<file path="src/rtl/nibmap_pkg.sv">
package nibmap_pkg;

    // Address regions seen by the mapper
    typedef enum logic [1:0] {
        RGN_ROM0 = 2'd0,   // 0x0000-0x3FFF: fixed ROM, control writes
        RGN_ROMX = 2'd1,   // 0x4000-0x7FFF: banked ROM
        RGN_RAM  = 2'd2,   // 0xA000-0xBFFF: nibble RAM window
        RGN_NONE = 2'd3    // everything else
    } region_e;

    localparam logic [7:0] RAM_ON_KEY   = 8'h0A;
    localparam int         NRAM_DEPTH   = 512;
    localparam int         NRAM_AW      = 9;
    localparam int         NIB_W        = 4;
    localparam int         BANK_OFS_W   = 14;

endpackage

</file>
<file path="src/rtl/nibmap_decode.sv">
module nibmap_decode
    import nibmap_pkg::*;
(
    input  logic [15:0] addr,
    output region_e     region
);
    always_comb begin
        unique casez (addr[15:13])
            3'b00?:  region = RGN_ROM0;
            3'b01?:  region = RGN_ROMX;
            3'b101:  region = RGN_RAM;
            default: region = RGN_NONE;
        endcase
    end
endmodule

</file>
<file path="src/rtl/nibmap_ctrl.sv">
module nibmap_ctrl
    import nibmap_pkg::*;
#(
    parameter int ROM_BANKS = 16,
    localparam int BW = (ROM_BANKS > 2) ? $clog2(ROM_BANKS) : 1
) (
    input  logic          clk,
    input  logic          rst_n,
    input  logic          wr,
    input  region_e       region,
    input  logic          target_bank,   // address bit 8
    input  logic [7:0]    wdata,
    output logic [BW-1:0] bank_q,
    output logic          ram_en_q
);
    typedef struct packed {
        logic [BW-1:0] bank;
        logic          ram_en;
    } ctrl_s;

    localparam logic [3:0] BANK_MASK = 4'(ROM_BANKS - 1);

    ctrl_s st_d, st_q;
    logic [3:0] nib_masked;
    logic       ctl_wr;

    assign ctl_wr = wr && (region == RGN_ROM0);

    always_comb begin
        st_d       = st_q;
        nib_masked = wdata[3:0] & BANK_MASK;
        if (nib_masked == 4'd0) begin
            nib_masked = 4'd1;
        end
        if (ctl_wr) begin
            if (target_bank) begin
                st_d.bank = nib_masked[BW-1:0];
            end else begin
                st_d.ram_en = (wdata == RAM_ON_KEY);
            end
        end
    end

    always_ff @(posedge clk or negedge rst_n) begin
        if (!rst_n) begin
            st_q <= '{bank: BW'(1), ram_en: 1'b0};
        end else begin
            st_q <= st_d;
        end
    end

    assign bank_q   = st_q.bank;
    assign ram_en_q = st_q.ram_en;

    assert_bank_nonzero_R4: assert property (@(posedge clk) disable iff (!rst_n)
        bank_q != '0);

    assert_en_hold_R2: assert property (@(posedge clk) disable iff (!rst_n)
        !(wr && region == RGN_ROM0 && !target_bank) |=> $stable(ram_en_q));

    assert_en_key_R2: assert property (@(posedge clk) disable iff (!rst_n)
        (wr && region == RGN_ROM0 && !target_bank && wdata == RAM_ON_KEY) |=> ram_en_q);

    assert_bank_hold_R11: assert property (@(posedge clk) disable iff (!rst_n)
        !(wr && region == RGN_ROM0 && target_bank) |=> $stable(bank_q));

endmodule

</file>
<file path="src/rtl/nibmap_nram.sv">
module nibmap_nram #(
    parameter int DEPTH = 512,
    parameter int W     = 4,
    localparam int AW   = $clog2(DEPTH)
) (
    input  logic          clk,
    input  logic          we,
    input  logic [AW-1:0] waddr,
    input  logic [W-1:0]  wdata,
    input  logic [AW-1:0] raddr,
    output logic [W-1:0]  rdata
);
    logic [W-1:0] mem_q [DEPTH];

    always_ff @(posedge clk) begin
        if (we) begin
            mem_q[waddr] <= wdata;
        end
    end

    assign rdata = mem_q[raddr];
endmodule

</file>
<file path="src/rtl/nibmap_top.sv">
module nibmap_top
    import nibmap_pkg::*;
#(
    parameter int ROM_BANKS = 16,
    localparam int BW     = (ROM_BANKS > 2) ? $clog2(ROM_BANKS) : 1,
    localparam int ROM_AW = BW + BANK_OFS_W
) (
    input  logic              clk,
    input  logic              rst_n,
    input  logic [15:0]       bus_addr,
    input  logic [7:0]        bus_wdata,
    input  logic              bus_wr,
    output logic [ROM_AW-1:0] rom_addr,
    output logic              rom_hit,
    output logic              ram_hit,
    output logic [7:0]        ram_rdata
);
    region_e          region;
    logic [BW-1:0]    bank_q;
    logic             ram_en_q;
    logic [NIB_W-1:0] nib_rd;
    logic             nram_we;

    nibmap_decode u_decode (
        .addr   (bus_addr),
        .region (region)
    );

    nibmap_ctrl #(.ROM_BANKS(ROM_BANKS)) u_ctrl (
        .clk         (clk),
        .rst_n       (rst_n),
        .wr          (bus_wr),
        .region      (region),
        .target_bank (bus_addr[8]),
        .wdata       (bus_wdata),
        .bank_q      (bank_q),
        .ram_en_q    (ram_en_q)
    );

    assign nram_we = bus_wr && ram_en_q && (region == RGN_RAM);

    nibmap_nram #(.DEPTH(NRAM_DEPTH), .W(NIB_W)) u_nram (
        .clk   (clk),
        .we    (nram_we),
        .waddr (bus_addr[NRAM_AW-1:0]),
        .wdata (bus_wdata[NIB_W-1:0]),
        .raddr (bus_addr[NRAM_AW-1:0]),
        .rdata (nib_rd)
    );

    always_comb begin
        rom_hit   = (region == RGN_ROM0) || (region == RGN_ROMX);
        ram_hit   = (region == RGN_RAM);
        rom_addr  = '0;
        ram_rdata = 8'hFF;
        unique case (region)
            RGN_ROM0: rom_addr = {{BW{1'b0}}, bus_addr[BANK_OFS_W-1:0]};
            RGN_ROMX: rom_addr = {bank_q, bus_addr[BANK_OFS_W-1:0]};
            RGN_RAM:  if (ram_en_q) ram_rdata = {4'hF, nib_rd};
            default:  ;
        endcase
    end

    assert_off_reads_ff_R9: assert property (@(posedge clk) disable iff (!rst_n)
        !ram_en_q |-> ram_rdata == 8'hFF);

    assert_high_nibble_R10: assert property (@(posedge clk) disable iff (!rst_n)
        ram_rdata[7:4] == 4'hF);

    assert_direct_window_R6: assert property (@(posedge clk) disable iff (!rst_n)
        (bus_addr[15:14] == 2'b00) |-> rom_addr == ROM_AW'(bus_addr[13:0]));

    assert_hit_exclusive_R7: assert property (@(posedge clk) disable iff (!rst_n)
        !(rom_hit && ram_hit));

endmodule

</file>
<file path="config.mk">
export PLATFORM = sky130hd
export DESIGN_NAME = nibmap_top
export DESIGN_NICKNAME = d
export VERILOG_FILES = /design/src/rtl/nibmap_pkg.sv /design/src/rtl/nibmap_decode.sv /design/src/rtl/nibmap_ctrl.sv /design/src/rtl/nibmap_nram.sv /design/src/rtl/nibmap_top.sv
export SDC_FILE = /design/constraint.sdc
export NUM_CORES = 2
export LEC_CHECK = 0
export BUFFER_PORTS_ARGS = -buffer_cell sky130_fd_sc_hd__clkbuf_2
export CAP_MARGIN = 25
export CORE_MARGIN = 2
export CORE_UTILIZATION = 40
export DETAILED_ROUTE_END_ITERATION = 8
export GPL_TIMING_DRIVEN = 0
export MAX_ROUTING_LAYER = met4
export PLACE_DENSITY = 0.61
export SLEW_MARGIN = 30
export SYNTH_ARGS = -nofsm -noshare
export SYNTH_HDL_FRONTEND = slang
export SYNTH_SLANG_ARGS = --single-unit
export TNS_END_PERCENT = 20
</file>
<file path="constraint.sdc">
create_clock -name clk -period 6.9 [get_ports clk]
set_input_delay 1.38 -clock clk [delete_from_list [all_inputs] [get_ports clk]]
set_output_delay 1.38 -clock clk [all_outputs]
set_load 0.01 [all_outputs]
</file>
==> flow_metrics.py <==
metrics = {
    "run_status": {
        "status": "complete, but fails checks",
        "violations": "setup timing",
    },
    "critical_path": {
        "endpoint_kind": "primary output",
        "arrival_ns": 5.77,
        "reg2reg_from": "u_ctrl.ram_en_q",
        "rrSetupSlack_ns": 3.40,
        "critPathKind": "input pin to primary output",
        "cp_max_fo": 10,
        "crit_required_ns": 5.52,
        "r2r_cells": 6,
        "reg2reg_to": "u_nram.mem_q[382][0]",
        "startpoint_type": "input pin",
    },
    "global_routing": {
        "track_usage": 0.3184,
        "grt_pass1_wl_um": 420200,
        "grt-ovfl-total": 0,
        "grt_max_degree": 114,
        "grt_pass1_vias": 45190,
        "antenna_found_initial": 24,
    },
    "power_and_ir_drop": {
        "swShare": 0.2346,
        "ir_drop_v": 0.0002265,
        "p_seq_frac": 0.515,
        "intPower_mw": 20.40,
        "p_clk_frac": 0.418,
        "p_comb_frac": 0.068,
        "powerDensity_mw_per_mm2": 280.9,
        "switchingPower_mw": 6.253,
        "p_leak_nw": 29.93,
    },
    "logic_synthesis": {
        "synth_ff_type": "edfxtp_1",
        "ys_seq_elements": 2053,
        "async_flop_share": 0.002435,
        "synth_cells": 4165,
        "yosysSeqAreaShare": 0.7585,
        "ys.warnings.count": 0,
        "synth_edf_count": 2048,
        "syn_area_per_cell_um2": 19.51,
        "syn_area_mm2": 0.08124,
        "synth.distinct_cells": 58,
    },
    "finish": {
        "layout-drive-gt1-share": 0.2456,
        "syn_to_final_growth_pct": 16.80,
        "final_net_count": 4538,
        "fillCellCount": 16660,
    },
    "floorplanning": {
        "fp-row-count": 165,
        "ios": 55,
        "die-area_mm2": 0.2067,
        "die_h_um": 454.7,
        "coreArea_mm2": 0.2021,
        "die_w_um": 454.7,
        "initial_utilization": 0.4020,
    },
    "route": {
        "viasPerCell": 6.544,
        "dr.pass1.iters": 6,
        "ant_nets": 0,
        "detail_route.wl_per_cell_um": 43.60,
        "dr.first_iter.drc_count": 9857,
        "drc": 0,
        "drt_wl_total_um": 321200,
        "vias": 48210,
    },
    "clock_tree": {
        "htreeDepth": 4,
        "clockBufferDepth": 3,
        "clkLatencyLatePin_ns": 0.86,
        "clkTransAtPathRegs_ns": 0.06,
        "cts_tree": "done",
        "hold_buffers": 0,
        "clock_sinks": 2053,
        "numCtsBuffers": 202,
        "root_buffer": "clkbuf_16",
    },
    "run": {
        "drv_cap": 0,
    },
    "sta": {
        "worstMarginPinSlew_ns": 1.205,
        "fin_crit_sh": 1.036,
        "drv_slew": 0,
        "relSlewSlack": 0.1950,
        "setup_tns_ns": -0.5689,
        "fin_skew_ns": 0.04234,
        "post-route-min-period_ns": 7.149,
        "fmax_mhz": 139.9,
        "final_hold_viol_count": 0,
        "setup_viol": 4,
        "setup_slack_ns": -0.2489,
        "rsz0062_at_grt": "false",
    },
    "placement": {
        "post-place-ws_ns": -1.941,
        "dpl.hpwl_um": 220500,
        "gp_congestion": 1.039,
        "io_buffers": 46,
    },
    "min_path": {
        "hold_path.class": "input pin to async pin",
    },
}
power by group through the flow:
stage | clock network, mW | registers [mW] | logic (mW)
6_report | 11.1 | 13.7 | 1.80
5_1_grt | 11.6 | 13.7 | 1.77
4_1_cts | 11.1 | 13.7 | 1.72
3_5_place_dp | 0 | 14.0 | 1.67
3_3_place_gp | 0 | 14.1 | 1.56
2_1_floorplan | 0 | 14.0 | 0.645
cells in the final DEF (no fill, tap or decap), drive strengths merged, types with 19 or more instances in the layout:
master and instances:
nor2 543, edfxtp 2048, a221oi 39, a22oi 94, bufinv 20, mux4 440
buf 220, nand4 19, nand2 125, mux2i 266, nand3 35, clkinv 102
nor2b 31, a21oi 41, clkbuf 444
worst max-delay path, cell delays in order:
cell      delay, ns
clkbuf_2       0.24
buf_6          0.28
buf_4          0.35
buf_6          0.31
buf_6          0.35
buf_6          0.38
mux4_2         0.36
o221ai_1       0.32
nand4_1        0.52
a22oi_1        0.36
o2111a_1       0.22
nand4_1        0.34
clkbuf_2       0.25
routing by layer:
layer / vias to the layer above / global-route usage / share of wire
met4: 0 / 0.1927 / 0.071
li1: 17680 / - / -
met1: 25430 / 0.4053 / 0.36
met2: 4181 / 0.4419 / 0.43
met3: 921 / 0.1044 / 0.14
met5: - / - / 0
flip-flops by register name, indices dropped and copies added (netlist names):
register,cells
u_ctrl.ram_en_q,1
u_nram.mem_q,2048
u_ctrl.bank_q,4
worst max path at each step:
stage / from / endpoint / slack [ns] / depth (start not counted)
finish: bus_addr[1] / ram_rdata[3] / -0.25 / 13
global route: bus_addr[0] / ram_rdata[3] / 0.009 / 12
CTS: bus_addr[0] / ram_rdata[3] / -0.007 / 15
detailed placement: bus_addr[1] / ram_rdata[3] / -1.94 / 13
global placement: bus_addr[1] / ram_rdata[3] / -3.87 / 12
floorplan: bus_addr[1] / ram_rdata[0] / 1.48 / 11
cell usage after synthesis (3+ instances only):
master	count	share of area
buf_2	52	0.0032
buf_1	25	0.0012
o211ai_1	8	0.00074
and3_1	6	0.00046
o22ai_1	12	0.00092
a32oi_1	12	0.0013
nor3b_1	4	0.00037
o221ai_1	6	0.00065
buf_6	8	0.0011
a22oi_1	94	0.0087
nand2_1	125	0.0058
a221oi_1	39	0.0042
or4_1	3	0.00028
and2_1	10	0.00077
a211oi_1	5	0.00046
o21ai_0	15	0.00092
nor3_1	5	0.00031
dfrtp_1	4	0.0012
mux4_2	440	0.12
a2111oi_0	5	0.00054
inv_1	5	0.00023
a21oi_1	41	0.0025
nand2b_1	8	0.00062
nor2_1	543	0.025
buf_4	43	0.0040
nor4_1	12	0.00092
and3b_1	4	0.00043
edfxtp_1	2048	0.76
mux2i_1	266	0.033
a22o_1	6	0.00065
nand4_1	19	0.0015
nand3_1	35	0.0022
clkbuf_1	163	0.0075
a311oi_1	5	0.00054
mux2_2	18	0.0025
a31oi_1	9	0.00069
nor2b_1	31	0.0024
metrics by stage:
stage	cell area [um^2]	hold WS (ns)	std cells	utilization	power [mW]
6_report	94890	0.3866	7367	0.4695	26.65
5_1_grt	94880	0.3621	7362	0.4694	27.05
4_1_cts	94770	0.3461	7351	0.4689	26.55
3_5_place_dp	87460	0.4927	6980	0.4327	15.66
3_3_place_gp	84830	0.4830	6886	0.4197	15.69
2_1_floorplan	81260	0.4721	4168	-	14.63
cell type report:
| class | instances | area [um^2] | share of cell area |
|---|---|---|---|
| sequential | 2053 | 61630 | 0.6494 |
| antenna | 17 | 42.54 | 0.0004483 |
| tap | 2672 | 3343 | 0.03523 |
| timing repair buffer | 140 | 2653 | 0.02795 |
| clock buffer | 234 | 5175 | 0.05454 |
| clock inverter | 137 | 1376 | 0.01450 |
| inverter | 5 | 18.77 | 0.0001978 |
| multi-input combinational | 1819 | 18420 | 0.1941 |
| buffer | 290 | 2236 | 0.02356 |
timing repair:
| action | CTS | global route |
|---|---|---|
| setup endpoints to repair | 4 | 3 |
| pin swaps | 7 | 6 |
| setup buffers | 0 | 0 |
| cloned | 0 | 0 |
| hold endpoints to repair | 0 | 0 |
| gates resized for setup | 214 | 21 |
cells by family (layout without fill, tap and decap cells):
family,Yosys count,in the layout,share of synthesized area
DFF,2053,2053,0.7585
and+or+nand+nor,814,814,0.04194
muxes,724,724,0.1572
buffers and inverters,296,806,0.01720
AOI/OAI and AO/OA,277,277,0.02506
other,1,21,0.00004616
(Power assumes the default switching activity.)
